### src/rtl/poll_sched_pkg.sv
package poll_sched_pkg;
  typedef enum logic {
    POLL_RX = 1'b0,
    POLL_TX = 1'b1
  } poll_kind_e;
endpackage

### src/rtl/poll_ivl_timer.sv
module poll_ivl_timer #(
  parameter int IVL_W = 15
) (
  input  logic             clk,
  input  logic             rst_n,
  input  logic             busy,
  input  logic             cfg_wr,
  input  logic             cfg_ok,
  input  logic [IVL_W-1:0] cfg_val,
  output logic             expire
);
  localparam logic [IVL_W-1:0] LIM_DEFAULT = {IVL_W{1'b1}};

  logic [IVL_W-1:0] cnt_q, cnt_d;
  logic [IVL_W-1:0] lim_q, lim_d;
  logic             cnt_en, lim_en;

  // Count advances only while idle; never cleared except by chip reset.
  always_comb begin
    cnt_en = !busy;
    expire = cnt_en && (cnt_q == lim_q);
    cnt_d  = cnt_q;
    if (cnt_en) cnt_d = expire ? '0 : cnt_q + 1'b1;
    lim_en = cfg_wr && cfg_ok;
    lim_d  = lim_en ? cfg_val : lim_q;
  end

  always_ff @(posedge clk or negedge rst_n) begin
    if (!rst_n) begin
      cnt_q <= '0;
      lim_q <= LIM_DEFAULT;
    end else begin
      if (cnt_en) cnt_q <= cnt_d;
      if (lim_en) lim_q <= lim_d;
    end
  end

  a_r2_freeze: assert property (@(posedge clk) disable iff (!rst_n)
    busy |=> cnt_q == $past(cnt_q));
  a_r2_expire_idle: assert property (@(posedge clk) disable iff (!rst_n)
    expire |-> !busy);
  a_r3_cfg_guard: assert property (@(posedge clk) disable iff (!rst_n)
    (cfg_wr && !cfg_ok) |=> lim_q == $past(lim_q));
endmodule

### src/rtl/poll_req_queue.sv
module poll_req_queue
  import poll_sched_pkg::*;
(
  input  logic       clk,
  input  logic       rst_n,
  input  logic       set_rx,
  input  logic       set_tx,
  input  logic       ready,
  output logic       valid,
  output poll_kind_e kind,
  output logic       pend_rx,
  output logic       pend_tx
);
  logic       pend_rx_q, pend_rx_d;
  logic       pend_tx_q, pend_tx_d;
  logic       lock_q, lock_d;
  poll_kind_e lock_kind_q, lock_kind_d;
  logic       acc;

  always_comb begin
    valid = pend_rx_q || pend_tx_q;
    // An offered request keeps its kind; otherwise receive goes first.
    if (lock_q)         kind = lock_kind_q;
    else if (pend_rx_q) kind = POLL_RX;
    else                kind = POLL_TX;
    acc         = valid && ready;
    pend_rx_d   = set_rx || (pend_rx_q && !(acc && kind == POLL_RX));
    pend_tx_d   = set_tx || (pend_tx_q && !(acc && kind == POLL_TX));
    lock_d      = valid && !ready;
    lock_kind_d = kind;
  end

  always_ff @(posedge clk or negedge rst_n) begin
    if (!rst_n) begin
      pend_rx_q   <= 1'b0;
      pend_tx_q   <= 1'b0;
      lock_q      <= 1'b0;
      lock_kind_q <= POLL_RX;
    end else begin
      pend_rx_q   <= pend_rx_d;
      pend_tx_q   <= pend_tx_d;
      lock_q      <= lock_d;
      lock_kind_q <= lock_kind_d;
    end
  end

  assign pend_rx = pend_rx_q;
  assign pend_tx = pend_tx_q;

  a_r9_hold: assert property (@(posedge clk) disable iff (!rst_n)
    (valid && !ready) |=> (valid && $stable(kind)));
  a_r8_rx_first: assert property (@(posedge clk) disable iff (!rst_n)
    ($rose(pend_rx_q) && $rose(pend_tx_q)) |-> kind == POLL_RX);
endmodule

### src/rtl/ring_poll_sched.sv
module ring_poll_sched
  import poll_sched_pkg::*;
#(
  parameter int IVL_W = 15
) (
  input  logic             clk,
  input  logic             rst_n,
  input  logic             rx_en,
  input  logic             tx_en,
  input  logic             poll_dis,
  input  logic             rx_own_cur,
  input  logic             rx_own_nxt,
  input  logic             rx_ring_single,
  input  logic             tx_own_cur,
  input  logic             eng_busy,
  input  logic             rx_pkt_done,
  input  logic             tx_pkt_done,
  input  logic             tx_demand,
  input  logic             init_done,
  input  logic             start,
  input  logic             ivl_wr,
  input  logic [IVL_W-1:0] ivl_wdata,
  output logic             req_valid,
  input  logic             req_ready,
  output logic             req_kind
);
  logic [1:0] rst_sync_q;
  logic       rst_q_n;

  always_ff @(posedge clk or negedge rst_n) begin
    if (!rst_n) rst_sync_q <= 2'b00;
    else        rst_sync_q <= {rst_sync_q[0], 1'b1};
  end
  assign rst_q_n = rst_sync_q[1];

  logic       expire, cfg_ok, pkt_done;
  logic       rx_need, tx_base, tx_auto;
  logic       set_rx, set_tx;
  logic       pend_rx, pend_tx;
  poll_kind_e kind;

  always_comb begin
    cfg_ok   = init_done && !start;
    pkt_done = rx_pkt_done || tx_pkt_done;
    rx_need  = rx_en && (!rx_own_cur || (!rx_ring_single && !rx_own_nxt));
    tx_base  = tx_en && !tx_own_cur;
    tx_auto  = tx_base && !poll_dis;
    set_rx   = (expire || pkt_done || tx_demand) && rx_need;
    set_tx   = ((expire || pkt_done) && tx_auto) || (tx_demand && tx_base);
  end

  poll_ivl_timer #(.IVL_W(IVL_W)) u_timer (
    .clk     (clk),
    .rst_n   (rst_q_n),
    .busy    (eng_busy),
    .cfg_wr  (ivl_wr),
    .cfg_ok  (cfg_ok),
    .cfg_val (ivl_wdata),
    .expire  (expire)
  );

  poll_req_queue u_queue (
    .clk     (clk),
    .rst_n   (rst_q_n),
    .set_rx  (set_rx),
    .set_tx  (set_tx),
    .ready   (req_ready),
    .valid   (req_valid),
    .kind    (kind),
    .pend_rx (pend_rx),
    .pend_tx (pend_tx)
  );

  assign req_kind = kind;

  a_r5_no_rx_when_off: assert property (@(posedge clk) disable iff (!rst_q_n)
    $rose(pend_rx) |-> $past(rx_en));
  a_r6_tx_gate: assert property (@(posedge clk) disable iff (!rst_q_n)
    $rose(pend_tx) |-> ($past(tx_en) && !$past(tx_own_cur)));
endmodule

### config.mk
export PLATFORM = sky130hd
export DESIGN_NAME = ring_poll_sched
export DESIGN_NICKNAME = d
export VERILOG_FILES = /design/src/rtl/poll_sched_pkg.sv /design/src/rtl/poll_ivl_timer.sv /design/src/rtl/poll_req_queue.sv /design/src/rtl/ring_poll_sched.sv
export SDC_FILE = /design/constraint.sdc
export NUM_CORES = 1
export LEC_CHECK = 0
export ABC_AREA = 1
export CAP_MARGIN = 20
export CORE_MARGIN = 2
export CORE_UTILIZATION = 35
export CTS_BUF_LIST = sky130_fd_sc_hd__clkbuf_16
export CTS_CLUSTER_DIAMETER = 100
export DETAILED_ROUTE_END_ITERATION = 8
export MAX_ROUTING_LAYER = met4
export PLACE_DENSITY = 0.62
export SLEW_MARGIN = 20
export SYNTH_ARGS = -nofsm -noshare
export SYNTH_HDL_FRONTEND = slang
export SYNTH_SLANG_ARGS = --single-unit
### constraint.sdc
create_clock -name clk -period 2.9 [get_ports clk]
set_clock_uncertainty 0.2 [all_clocks]
set_input_delay 0.87 -clock clk [delete_from_list [all_inputs] [get_ports clk]]
set_output_delay 0.87 -clock clk [all_outputs]
set_load 0.005 [all_outputs]
---- After elaboration in Yosys (flattened, before gate mapping) ----
Cells that the tools add are included.
storage, ports and cells
  bits in registers ....................... 36
  input port bits ......................... 32
  output and inout bits ................... 2
  word-level logic and storage cells ...... 47
operators by class
  $add $sub $neg .......................... 1
  eq/ne operators ......................... 1
  muxes and demuxes ....................... 3
  bitwise logic cells ..................... 1
  reductions and logical operators ........ 34
operators by type and width
  operator                                        number
  logical AND 1 bit                               16
  adder 15 x 1 -> 15 bit (second input constant)  1
  == test 15 bit                                  1
  two-way mux 15 bit                              1
  logical NOT 1 bit                               10
  logical OR 1 bit                                8
  two-way mux 1 bit                               2
  inverter 1 bit                                  1

---- Depth between registers and ports, before layout ----
Gate-level depths: netlist of run 1.
  depth in word-level cells ............... 7
  gate-level depth with buffers ........... 11
  depth with buffers taken out ............ 10

---- Hierarchy ----
Synthesis of run 1 repeated with hierarchy kept, for this count alone.
unflattened totals
  cell total of the unflattened synthesis .. 275
  area, all modules ....................... 1983.2 um2
modules (own cells, without submodules)
  module           times used  cells each  area each (um2)  seq. area each (um2)
  poll_ivl_timer   1           237         1700.4           769.5
  poll_req_queue   1           20          167.7            100.1
  ring_poll_sched  1           18          115.1            50.0

---- Worst setup path after synthesis of run 1 ----
OpenSTA, ideal clock, no wires.
  kind .................................... input to register
  start point ............................. input port eng_busy
  end point ............................... register u_timer.cnt_q[12]
  setup time .............................. 0.121 ns
  data arrival time ....................... 1.579 ns
  path slack .............................. 1.000 ns
  stages .................................. 9
  buffers on the path ..................... 1
  path through ............................ inv_2 > nand2_1 > nor2_1 > nand2_1 > nor2_1 > nand2_1 > buf_6 > o21ai_0 > nor2_1
between the ends
  longest elaborated chain between the ends .. 3
ends and longest elaborated chain
  what                  RTL line               text
  start, declared       ring_poll_sched.sv:15  input logic eng_busy,
  logical NOT 1 bit     poll_ivl_timer.sv:20   cnt_en = !busy;
  logical AND 1 bit     poll_ivl_timer.sv:21   expire = cnt_en && (cnt_q == lim_q);
  two-way mux 15 bit    poll_ivl_timer.sv:23   if (cnt_en) cnt_d = expire ? '0 : cnt_q + 1'b1;
  end signal, assigned  poll_ivl_timer.sv:33   if (cnt_en) cnt_q <= cnt_d;
  end, declared         poll_ivl_timer.sv:14   logic [IVL_W-1:0] cnt_q, cnt_d;
Several ways; a longest one is shown, not always the timed one.
A chain may end at the register's enable or synchronous reset.

---- Worst setup path after layout of run 1 ----
  start point ............................. register u_queue.pend_rx_q, in the netlist u_queue.pend_rx
  end point ............................... output port req_kind
between the ends
  longest elaborated chain between the ends .. 2
ends and longest elaborated chain
  what                    RTL line               text
  start, declared         poll_req_queue.sv:14   logic pend_rx_q, pend_rx_d;
  start signal, assigned  poll_req_queue.sv:40   pend_rx_q <= pend_rx_d;
  two-way mux 1 bit       poll_req_queue.sv:24   else if (pend_rx_q) kind = POLL_RX;
  two-way mux 1 bit       poll_req_queue.sv:23   if (lock_q) kind = lock_kind_q;
  end, declared           ring_poll_sched.sv:25  output logic req_kind
Every way passes these cells.

==> qor.csv, run 1 <==
metric;value;unit
status;complete, no violations;
routed vias;1552;
Synth top area share;27.7;%
count leader, synth;nand2_1;
# hold bufs at CTS;1;
largest net degree at the start of global routing;31;
total CTS buffers;5;
Seq/Total Area, Yosys;48.5;%
wire per inst;10.6;µm
Yosys cell types;28;
PortBufs;33;
post-CTS sizing;0;
Async S/R FF share, synth;100;%
flop and latch count out of synthesis;36;
Placer Congestion;0.898;
Critical Path Source Type;register;
hold_ws;68.0;ps
Worst-Skew Late Latency;280;ps
net load switching power;455;µW
worst setup path class;register to output pin;
final design utilization;48.0;%
aggregate global routing overflow;0;
Residual DRC;0;
Yosys warnings;0;
cells after synthesis;245;
Synth Flop Type;dfrtp_1;
part of the power in the clock network;32.4;%
Worst EP required;1830;ps
placed cell area;2330;µm²
Pre-Repair DR Iteration Count;4;
final setup vio count;0;
I/O pins;34;
number of antenna repair diodes;0;
die span in x;77.6;µm
Vias per Instance;4.32;
Final nets;321;
CP Capture Type;output pin;
gr usage total;14.5;%
post-DP HPWL;2.96;mm
root buffer cell;clkbuf_16;
initial DRC count;86;
worst vdd ir;0.347;mV
layout cells sized above 1;13.5;%
switch share;29.6;%
slowest CP cell;clkdlybuf4s50_1;
Hold Vio Cnt, Final;0;
CTS Sinks;36;
Final Cycle Share;89.4;%
Core ar.;5170;µm²
Hold Path Class;register to asynchronous set/reset pin;
first-pass GRT wire length;6.64;mm
EDFF count, synth;0;
crit path DAT;1520;ps
CP Max Fanout;3;
max-slew violations;0;
Reg power frac;44.9;%
CTS H-tree depth;2;
area leader, netlist;dfrtp_1;
Power Internal;1.08;mW
Comb pwr share;22.7;%
synthesized area;1900;µm²
Post-synth top cells;nand2_1, nor2_1, inv_1, dfrtp_1, a21oi_1;
Routed Antenna Nets;0;
Max Freq;386;MHz
DRT Wirelength;3.80;mm
Die H;77.6;µm
Starting Density;36.7;%
Tmin final;2590;ps
CTS max path bufs;2;
row count;26;
CP cell instances;o21ai_0, clkdlybuf4s50_1;
CP max stage delay;560;ps
max cap viols;0;
postcts setup bufs;0;
clk slew on worst S/H paths;50;ps
vias in the first global route;1492;
Mapped Nets;278;
initial antenna violation count;0;
LEAKAGE;1.26;nW
Final Instance Area;2480;µm²
setup TNS;0;ps
syn avg cell area;7.74;µm²
Layout area overhead;30.8;%
CTS tree;done;
main area contributors after synthesis;dfrtp_1, dfstp_2, nand2_1, nor2_1, inv_1;
die area;6020;µm²
pwr/cell area;620;nW/µm²
RSZ-0062 raised after global routing;no;
[worst paths after layout]
path,end,startpoint,slack [ps],cells past startpoint
worst min-delay path,u_timer.lim_q[8],rst_sync_q[1],70,0
max in group asynchronous,rst_sync_q[0],rst_n,1820,1
worst max register to register,u_timer.cnt_q[8],u_timer.lim_q[4],1120,9
worst min register to register,u_timer.lim_q[8],rst_sync_q[1],70,0
min in group clk,rst_sync_q[1],rst_sync_q[0],160,0
worst max-delay path,req_kind,u_queue.pend_rx,310,2
[per-stage QoR]
stage | setup slack, ps | cells | power [mW]
finish | 309 | 359 | 1.54
global route | 176 | 359 | 1.65
CTS | 293 | 359 | 1.56
detailed placement | 361 | 350 | 1.05
global placement | 423 | 350 | 1.04
floorplan | 1000 | 245 | 0.925
[metal layers]
layer | share of wire, % | global-route usage [%]
met3 | 4.6 | 4.19
met5 | 0 | -
met2 | 43 | 21.4
met4 | 1.6 | 5.36
met1 | 50 | 19.1
[flip-flops by register name, indices dropped and copies added, names as in the netlist]
name	count
u_queue.pend_tx	1
rst_sync_q	2
u_queue.pend_rx	1
u_queue.lock_q	1
u_queue.lock_kind_q	1
u_timer.lim_q	15
u_timer.cnt_q	15
[power groups by stage]
| stage | combinational, mW | clock, mW | sequential (mW) |
|---|---|---|---|
| global route | 0.404 | 0.537 | 0.707 |
| finish | 0.349 | 0.498 | 0.691 |
| floorplan | 0.239 | 0 | 0.686 |
| CTS | 0.358 | 0.513 | 0.692 |
| detailed placement | 0.352 | 0 | 0.700 |
| global placement | 0.349 | 0 | 0.695 |
[final cells by class]
| type | instances | area (µm²) |
|---|---|---|
| Clock buffer | 5 | 125 |
| Clock inverter | 3 | 12.5 |
| Fill cell | 516 | 2690 |
| Inverter | 35 | 131 |
| Multi-Input combinational cell | 171 | 827 |
| Sequential cell | 36 | 920 |
| Tap cell | 70 | 87.6 |
| Timing Repair Buffer | 39 | 378 |
[layout by cell type (no fill, tap or decap)]
master	count
dfrtp_1	21
nor3_2	1
nor2_2	2
nand4_4	1
and2_1	1
inv_1	34
nand3b_1	2
clkbuf_16	5
nor3_1	3
nor3_4	1
conb_1	1
o21ai_1	2
nand3_1	9
dfstp_2	15
ha_1	1
dlygate4sd3_1	1
nand3b_4	1
mux2_2	3
clkinv_1	1
nand2_1	68
a21oi_1	16
buf_4	5
clkdlybuf4s50_1	33
xor2_1	6
inv_2	2
nor2_1	45
clkinv_2	1
a31oi_1	1
o21ai_0	5
nor2_4	1
nand2_2	1
[critical path, delay by kind of cell (launching register included)]
family / cells / cell delay (ps)
compound gates: 1 / 300
flops: 1 / 390
buf+inv: 1 / 560
[cells by family after synthesis]
| kind of cell | share of synthesized area (%) |
|---|---|
| DFF | 48.5 |
| other | 0.198 |
| adders and majority gates | 0.660 |
| AOI/OAI and AO/OA | 6.40 |
| and+or+nand+nor | 31.8 |
| buffers and inverters | 7.92 |
| xor gates and xnor gates | 2.77 |
| muxes | 1.78 |
Note: power is estimated with default switching activity, not from simulation.
==> run 2: changes to the inputs <==
--- a/config.mk
+++ b/config.mk
@@ -15,5 +15,5 @@
 export MAX_ROUTING_LAYER = met4
 export PLACE_DENSITY = 0.62
-export SLEW_MARGIN = 20
+export SLEW_MARGIN = 15
 export SYNTH_ARGS = -nofsm -noshare
 export SYNTH_HDL_FRONTEND = slang
==> constraint.sdc (replaced) <==
create_clock -name clk -period 2.9 [get_ports clk]
set_clock_uncertainty 0.2 [all_clocks]
set_input_delay 0.87 -clock clk [delete_from_list [all_inputs] [get_ports clk]]
set_output_delay 0.87 -clock clk [all_outputs]
set_load 0.02 [all_outputs]
==> results of run 2 <==
The final DEF is identical to that of run 1. Status: complete, no violations.
Main changes from that run: setup slack after layout 309 ps -> 205 ps; total power 1.54 mW -> 1.55 mW
